[src/rtl/wbs_pkg.sv]
package wbs_pkg;

    typedef enum logic {
        ST_READY = 1'b0,
        ST_POLL  = 1'b1
    } wbs_state_t;

endpackage

[src/rtl/wbs_access_detect.sv]
module wbs_access_detect (
    input  logic clk,
    input  logic rst_n,
    input  logic rd_strobe,
    output logic access_start
);

    logic strobe_q;
    logic strobe_qq;

    always_ff @(posedge clk) begin
        if (!rst_n) begin
            strobe_q  <= 1'b0;
            strobe_qq <= 1'b0;
        end else begin
            strobe_q  <= rd_strobe;
            strobe_qq <= strobe_q;
        end
    end

    assign access_start = strobe_q & ~strobe_qq;

    // an access start never occurs on two consecutive cycles
    a_r7_single_start: assert property (@(posedge clk) disable iff (!rst_n)
        access_start |=> !access_start);

endmodule

[src/rtl/wbs_toggle_cell.sv]
module wbs_toggle_cell (
    input  logic clk,
    input  logic rst_n,
    input  logic advance,
    output logic toggle_q
);

    always_ff @(posedge clk) begin
        if (!rst_n) begin
            toggle_q <= 1'b0;
        end else if (advance) begin
            toggle_q <= ~toggle_q;
        end
    end

    // without an advance the toggle holds its value
    a_r6_hold: assert property (@(posedge clk) disable iff (!rst_n)
        !advance |=> $stable(toggle_q));

    // an advance always changes the toggle
    a_r4_flip: assert property (@(posedge clk) disable iff (!rst_n)
        advance |=> (toggle_q != $past(toggle_q)));

endmodule

[src/rtl/wbs_status_former.sv]
module wbs_status_former #(
    parameter int  DATA_W = 8,
    parameter logic [DATA_W-3:0] FILL = '0
) (
    input  logic              poll_src,
    input  logic              toggle_bit,
    output logic [DATA_W-1:0] status_word
);

    localparam int POLL_POS = DATA_W - 1;
    localparam int TOG_POS  = DATA_W - 2;

    always_comb begin
        status_word             = '0;
        status_word[TOG_POS-1:0] = FILL;
        status_word[TOG_POS]    = toggle_bit;
        status_word[POLL_POS]   = ~poll_src;
    end

endmodule

[src/rtl/wbs_status_responder.sv]
module wbs_status_responder
    import wbs_pkg::*;
#(
    parameter int DATA_W = 8
) (
    input  logic              clk,
    input  logic              rst_n,
    input  logic              rd_strobe,
    input  logic              busy,
    input  logic              last_wr_msb,
    input  logic [DATA_W-1:0] array_data,
    output logic [DATA_W-1:0] rd_data
);

    localparam int POLL_POS = DATA_W - 1;
    localparam int TOG_POS  = DATA_W - 2;

    wbs_state_t        state_q;
    wbs_state_t        state_d;
    logic              access_start;
    logic              poll_start;
    logic              toggle_q;
    logic              poll_src_q;
    logic [DATA_W-1:0] data_q;
    logic [DATA_W-1:0] status_word;

    wbs_access_detect u_detect (
        .clk          (clk),
        .rst_n        (rst_n),
        .rd_strobe    (rd_strobe),
        .access_start (access_start)
    );

    assign poll_start = access_start & busy;

    wbs_toggle_cell u_toggle (
        .clk      (clk),
        .rst_n    (rst_n),
        .advance  (poll_start),
        .toggle_q (toggle_q)
    );

    wbs_status_former #(
        .DATA_W (DATA_W)
    ) u_former (
        .poll_src    (poll_src_q),
        .toggle_bit  (toggle_q),
        .status_word (status_word)
    );

    // next state: T_ENTER_POLL, T_STAY_POLL, T_LEAVE_POLL, T_STAY_READY
    always_comb begin
        state_d = state_q;
        if (access_start) begin
            unique case (state_q)
                ST_READY: state_d = busy ? ST_POLL  : ST_READY;
                ST_POLL:  state_d = busy ? ST_POLL  : ST_READY;
                default:  state_d = ST_READY;
            endcase
        end
    end

    // state register and per-access capture
    always_ff @(posedge clk) begin
        if (!rst_n) begin
            state_q    <= ST_READY;
            poll_src_q <= 1'b0;
            data_q     <= '0;
        end else begin
            state_q <= state_d;
            if (access_start) begin
                if (busy) begin
                    poll_src_q <= last_wr_msb;
                end else begin
                    data_q <= array_data;
                end
            end
        end
    end

    // output selection by state
    always_comb begin
        unique case (state_q)
            ST_READY: rd_data = data_q;
            ST_POLL:  rd_data = status_word;
            default:  rd_data = data_q;
        endcase
    end

    // busy read returns inverted write bit
    a_r2_poll_bit: assert property (@(posedge clk) disable iff (!rst_n)
        poll_start |=> (rd_data[POLL_POS] == ~$past(last_wr_msb)));

    // busy read returns zero fill on low bits
    a_r3_fill: assert property (@(posedge clk) disable iff (!rst_n)
        poll_start |=> (rd_data[TOG_POS-1:0] == '0));

    // idle read returns true data
    a_r5_true_data: assert property (@(posedge clk) disable iff (!rst_n)
        (access_start && !busy) |=> (rd_data == $past(array_data)));

    // output moves only at access start
    a_r8_hold: assert property (@(posedge clk) disable iff (!rst_n)
        !access_start |=> $stable(rd_data));

endmodule

[config.mk]
export PLATFORM = sky130hd
export DESIGN_NAME = wbs_status_responder
export DESIGN_NICKNAME = d
export VERILOG_FILES = /design/src/rtl/wbs_pkg.sv /design/src/rtl/wbs_access_detect.sv /design/src/rtl/wbs_toggle_cell.sv /design/src/rtl/wbs_status_former.sv /design/src/rtl/wbs_status_responder.sv
export SDC_FILE = /design/constraint.sdc
export NUM_CORES = 1
export LEC_CHECK = 0
export BUFFER_PORTS_ARGS = -buffer_cell sky130_fd_sc_hd__buf_2
export CAP_MARGIN = 20
export CORE_MARGIN = 2
export CORE_UTILIZATION = 40
export CTS_BUF_LIST = sky130_fd_sc_hd__clkbuf_8
export DETAILED_ROUTE_END_ITERATION = 8
export HOLD_SLACK_MARGIN = 0.1
export PLACE_DENSITY = 0.7
export SLEW_MARGIN = 10
export SYNTH_ARGS = -nofsm -noshare
export SYNTH_HDL_FRONTEND = slang
export SYNTH_SLANG_ARGS = --single-unit
[constraint.sdc]
create_clock -name clk -period 1 [get_ports clk]
set_input_delay 0.1 -clock clk [delete_from_list [all_inputs] [get_ports clk]]
set_output_delay 0.1 -clock clk [all_outputs]
set_load 0.03 [all_outputs]
## After elaboration in Yosys (flattened, before gate mapping)

Index checks and enable logic that the tools add are counted.

| cells by class | value |
|---|---|
| muxes and demuxes | 2 |
| bitwise operators | 7 |
| reductions and logical operators | 2 |

Operator list:

| operator | count |
|---|---|
| 8-bit one-hot mux with 2 select lines | 1 |
| 1-bit NOT | 5 |
| 2-bit AND reduction | 2 |
| 1-bit bitwise AND | 2 |
| 1-bit 2-to-1 mux | 1 |

| word-level totals | value |
|---|---|
| register bits after elaboration | 13 |
| input bits | 13 |
| output and inout port bits | 8 |
| logic and storage cells | 17 |

## Depth between registers and ports, before layout

| depth | value |
|---|---|
| depth in word-level cells | 3 |
| gate-level depth with buffers | 4 |
| gate-level depth less buffers | 3 |

## Modules after synthesis

Synthesis repeated with hierarchy kept, for this count alone.

| second synthesis, totals | value |
|---|---|
| cell total of the unflattened synthesis | 70 |
| area total of the unflattened synthesis | 681.9 sq um |

By module, submodules not included:

| module | instances | cells an instance | area each (sq um) | sequential area each (sq um) |
|---|---|---|---|---|
| wbs_status_responder | 1 | 53 | 520.5 | 200.2 |
| wbs_access_detect | 1 | 5 | 66.3 | 40.0 |
| wbs_status_former | 1 | 9 | 60.1 | 0.0 |
| wbs_toggle_cell | 1 | 3 | 35.0 | 20.0 |

## Worst setup path before layout

OpenSTA, ideal clock, no wires.

| timing path | value |
|---|---|
| path kind | reg2out |
| from | register state_q |
| to | output rd_data[7] |
| arrival | 1.032 ns |
| setup slack | -0.132 ns |
| cell stages (with the launch flop) | 3 |
| buffers on the path | 1 |
| cells stage by stage | dfxtp_1 > buf_2 > mux2i_1 |

| between the ends | value |
|---|---|
| cells in the longest elaborated chain, start to end | 2 |

RTL lines:

| element | line | source |
|---|---|---|
| from (decl) | wbs_status_responder.sv:18 | `wbs_state_t state_q;` |
| from (signal assigned) | wbs_status_responder.sv:70 | `state_q <= state_d;` |
| 1-bit NOT | wbs_status_responder.sv:83 | `unique case (state_q)` |
| 8-bit one-hot mux with 2 select lines (*) | wbs_status_responder.sv:83 |  |
| to (decl) | wbs_status_responder.sv:12 | `output logic [DATA_W-1:0] rd_data` |

Every way passes the cells marked *; elsewhere a longest branch is shown, timed or not.

## Final worst setup path

| timing path | value |
|---|---|
| from | register state_q |
| to | output rd_data[6] |

Same word-level chain as after synthesis.

==> impl_metrics.yaml <==
final_layout:
  multi_input_area_um2: 324
  finalNonFillerCells: 109
  syn_to_final_growth_pct: 66.9
  num_antenna_cells: 0
  nNetsFinal: 108
  area.sequential_um2: 267
  fill_cells: 103
  drive_gt1_share_pct: 52.1
power_and_ir_drop:
  switching_share_pct: 24.2
  p_int_w: 0.000914
  p_sw_w: 0.000291
  ir_drop_mv: 0.953
  p_leak_nw: 0.390
  p_per_area_mw_per_mm2: 1290
  p_comb_share_pct: 16.6
  pwr-share-clk_pct: 37.6
  pwr-share-seq_pct: 45.8
yosys:
  synth_nets: 75
  synthArstFlopShare_pct: 0
  synth_area_leaders: "dfxtp_1 47%, o21ai_0 8.9%, nand3_1 8.1%"
  yosys.area_share.adder_pct: 0
  synth.yosys.seq_area_share_pct: 46.5
  synth_top_family_by_area: "simple AND/OR/NAND/NOR gates"
  yosysMostFrequentCell: "dfxtp_1"
  synth_top_area_cell: "dfxtp_1"
  muxShareOfSynthArea_pct: 3.80
  synth-simple-area-share_pct: 29.1
  avgSynthCellArea_um2: 9.02
  synth_compound_area_share_pct: 10.3
  synth_top_area_share_pct: 46.5
  ys_top_cells_by_count: "13 x dfxtp_1, 10 x o21ai_0, 9 x nand2_1, 9 x nand3_1, 6 x nor2b_1"
  synth_xor_area_share_pct: 1.57
  synth_enable_flop_cells: 0
  ys_warn_count: 0
  synth_cell_types: 17
  synth-seq-cells: 13
  netlist_area_um2: 559
  ys.flop_type: "dfxtp_1"
  syn-instance-count: 62
setup_path:
  end_kind: "output port"
  worstSetupPathType: "flip-flop to output port"
  required_ns: 0.90
  reg2reg_slack_ns: -0.03
  critPathMaxStageDelay_ns: 0.38
  r2r_start: "u_detect.strobe_q"
  slowest_stage: "dfxtp_4"
  worstPathArrival_ns: 1.06
  r2r-end: "data_q[5]"
  endpoint: "rd_data[6]"
  cp-startpoint: "state_q"
  startpoint_type: "flip-flop"
  r2r_cells: 5
  crit_chain: "mux2_4, buf_6"
  worstPathMaxFanout: 4
grt:
  grt_usage_pct: 17.3
  grt_pass1_wl_um: 1840
  antenna_found_initial: 0
  grt_pass1_vias: 441
  grt_overflow: 0
  grt_max_degree: 23
die:
  rows: 13
  die_w_um: 41.4
  core_area_mm2: 0.00130
  initial_core_util_pct: 43.0
  dieArea_mm2: 0.00171
  die_y_um: 41.4
  ios: 21
clocking:
  cts_max_path_buffers: 2
  cts_sinks: 13
  clk_pin_slew_worst_paths_ns: 0.06
  clock_latency_ns: 0.24
  cts_tree: "built"
  cts_buffers: 3
  htreeDepth: 1
  root_buffer: "clkbuf_8"
timing:
  fin_ws_ns: -0.164
  post-route-period-util_pct: 116
  grt_setup_unrepaired: "true"
  worst_pin_slew_ns: 0.440
  fin_tns_setup_ns: -1.10
  min_period_ns: 1.16
  drv_slew: 0
  clock_skew_ns: 0.00380
  finalHoldViolations: 0
  max_freq_ghz: 0.859
  setup_viol: 15
  slew_headroom_pct: 70.7
drt:
  vias_per_cell: 4.83
  ant_nets: 0
  wl_per_cell_um: 11.4
  vias: 527
  drc: 0
  drt-initial-drc-count: 3
  totalWireLength_um: 1240
  drt_pass1_iterations: 2
placed_design:
  place_congestion: 0.729
  hpwlAfterDp_um: 752
  placedCellCount: 97
  port_buffers: 20
outcome:
  outcome: "finished with violations"
  violations: "negative setup slack"
run:
  maxCapViolCount: 0
hold_path:
  min_path_type: "input pin to flip-flop"
-- worst min-delay path by stage --
| stage | cells past startpoint | slack, ns | start | end |
|---|---|---|---|---|
| after CTS | 3 | 0.10 | last_wr_msb | poll_src_q |
| after global routing | 3 | 0.11 | array_data[3] | data_q[3] |
| after global placement | 2 | 0.31 | rd_strobe | u_detect.strobe_q |
| final | 3 | 0.09 | array_data[3] | data_q[3] |
| after detailed placement | 2 | 0.32 | rd_strobe | u_detect.strobe_q |
| after floorplan | 1 | 0.23 | rd_strobe | u_detect.strobe_q |
-- state kept, by name (all words and copies together) (netlist names) --
signal              count
data_q                  8
poll_src_q              1
state_q                 1
u_detect.strobe_q       1
u_detect.strobe_qq      1
u_toggle.toggle_q       1
-- cell families (layout without fill, tap and decap cells) --
group	count (synthesis)	after routing
XOR/XNOR	1	1
AO/OA/AOI/OAI	11	11
multiplexers	2	2
flip-flops	13	13
buffers and inverters	6	38
AND/OR/NAND/NOR	29	29
-- power groups by stage --
stage	sequential, W	combinational, W	clock (W)
3_5_place_dp	0.000563	0.000137	0
6_report	0.000552	0.000200	0.000454
4_1_cts	0.000552	0.000193	0.000464
3_3_place_gp	0.000563	0.000134	0
5_1_grt	0.000554	0.000214	0.000485
2_1_floorplan	0.000558	0.0000930	0
-- cell type report --
class | instances | area share (%)
Clock inverter | 1 | 0.402
Sequential cell | 13 | 28.6
Inverter | 2 | 0.804
Tap cell | 15 | 2.01
Clock buffer | 3 | 4.42
Timing Repair Buffer | 32 | 29.1
Multi-Input combinational cell | 43 | 34.7
-- worst max-delay path, delay by kind of cell (launching register included) --
kind	cells	cell delay [ns]
DFF	1	0.38
muxes	1	0.31
buffers and inverters	1	0.14
-- per-layer routing --
layer / global-route usage (%) / wire length [um] / vias to the layer above
met2: 27.7 / 636 / 10
met5: 0 / 0 / -
met4: 9.68 / 21 / 0
li1: - / - / 271
met1: 20.9 / 530 / 242
met3: 4.79 / 51 / 4
-- what timing repair did --
item / 4_1_cts / 5_1_grt
hold buffers: 4 / 0
resized for setup: 34 / 5
endpoints found under the hold margin: 4 / 0
setup endpoints to repair: 17 / 17
gates cloned: 1 / 0
buffers inserted: 3 / 0
pin swaps: 8 / 2
-- per-stage QoR --
step                      utilization (%)  instance area (um2)  total power (W)  hold slack [ns]  setup slack, ns
after floorplan                         -                  572         0.000651            0.227         0.000802
after global placement               53.2                  692         0.000697            0.306          -0.0448
after detailed placement             53.2                  692         0.000700            0.316          -0.0433
after CTS                            70.1                  912          0.00121            0.100           -0.169
after global routing                 71.7                  933          0.00125            0.105           -0.185
final                                71.7                  933          0.00121           0.0937           -0.164
-- cell usage in the layout, fill, tap and decap left out, types with 2 or more instances in the layout --
cell / synthesis / routed
buf_6: 2 / 5
nor2b_1: 6 / 5
dfxtp_2: 0 / 2
nand2_1: 9 / 9
dlygate4sd3_1: 0 / 4
and2_1: 2 / 2
o21ai_0: 10 / 2
inv_1: 2 / 3
dfxtp_1: 13 / 10
o21ai_2: 0 / 2
buf_4: 0 / 9
o21ai_1: 0 / 6
clkbuf_8: 1 / 3
buf_2: 1 / 12
nand3_2: 0 / 7
Power figures use the tool's default switching activity.
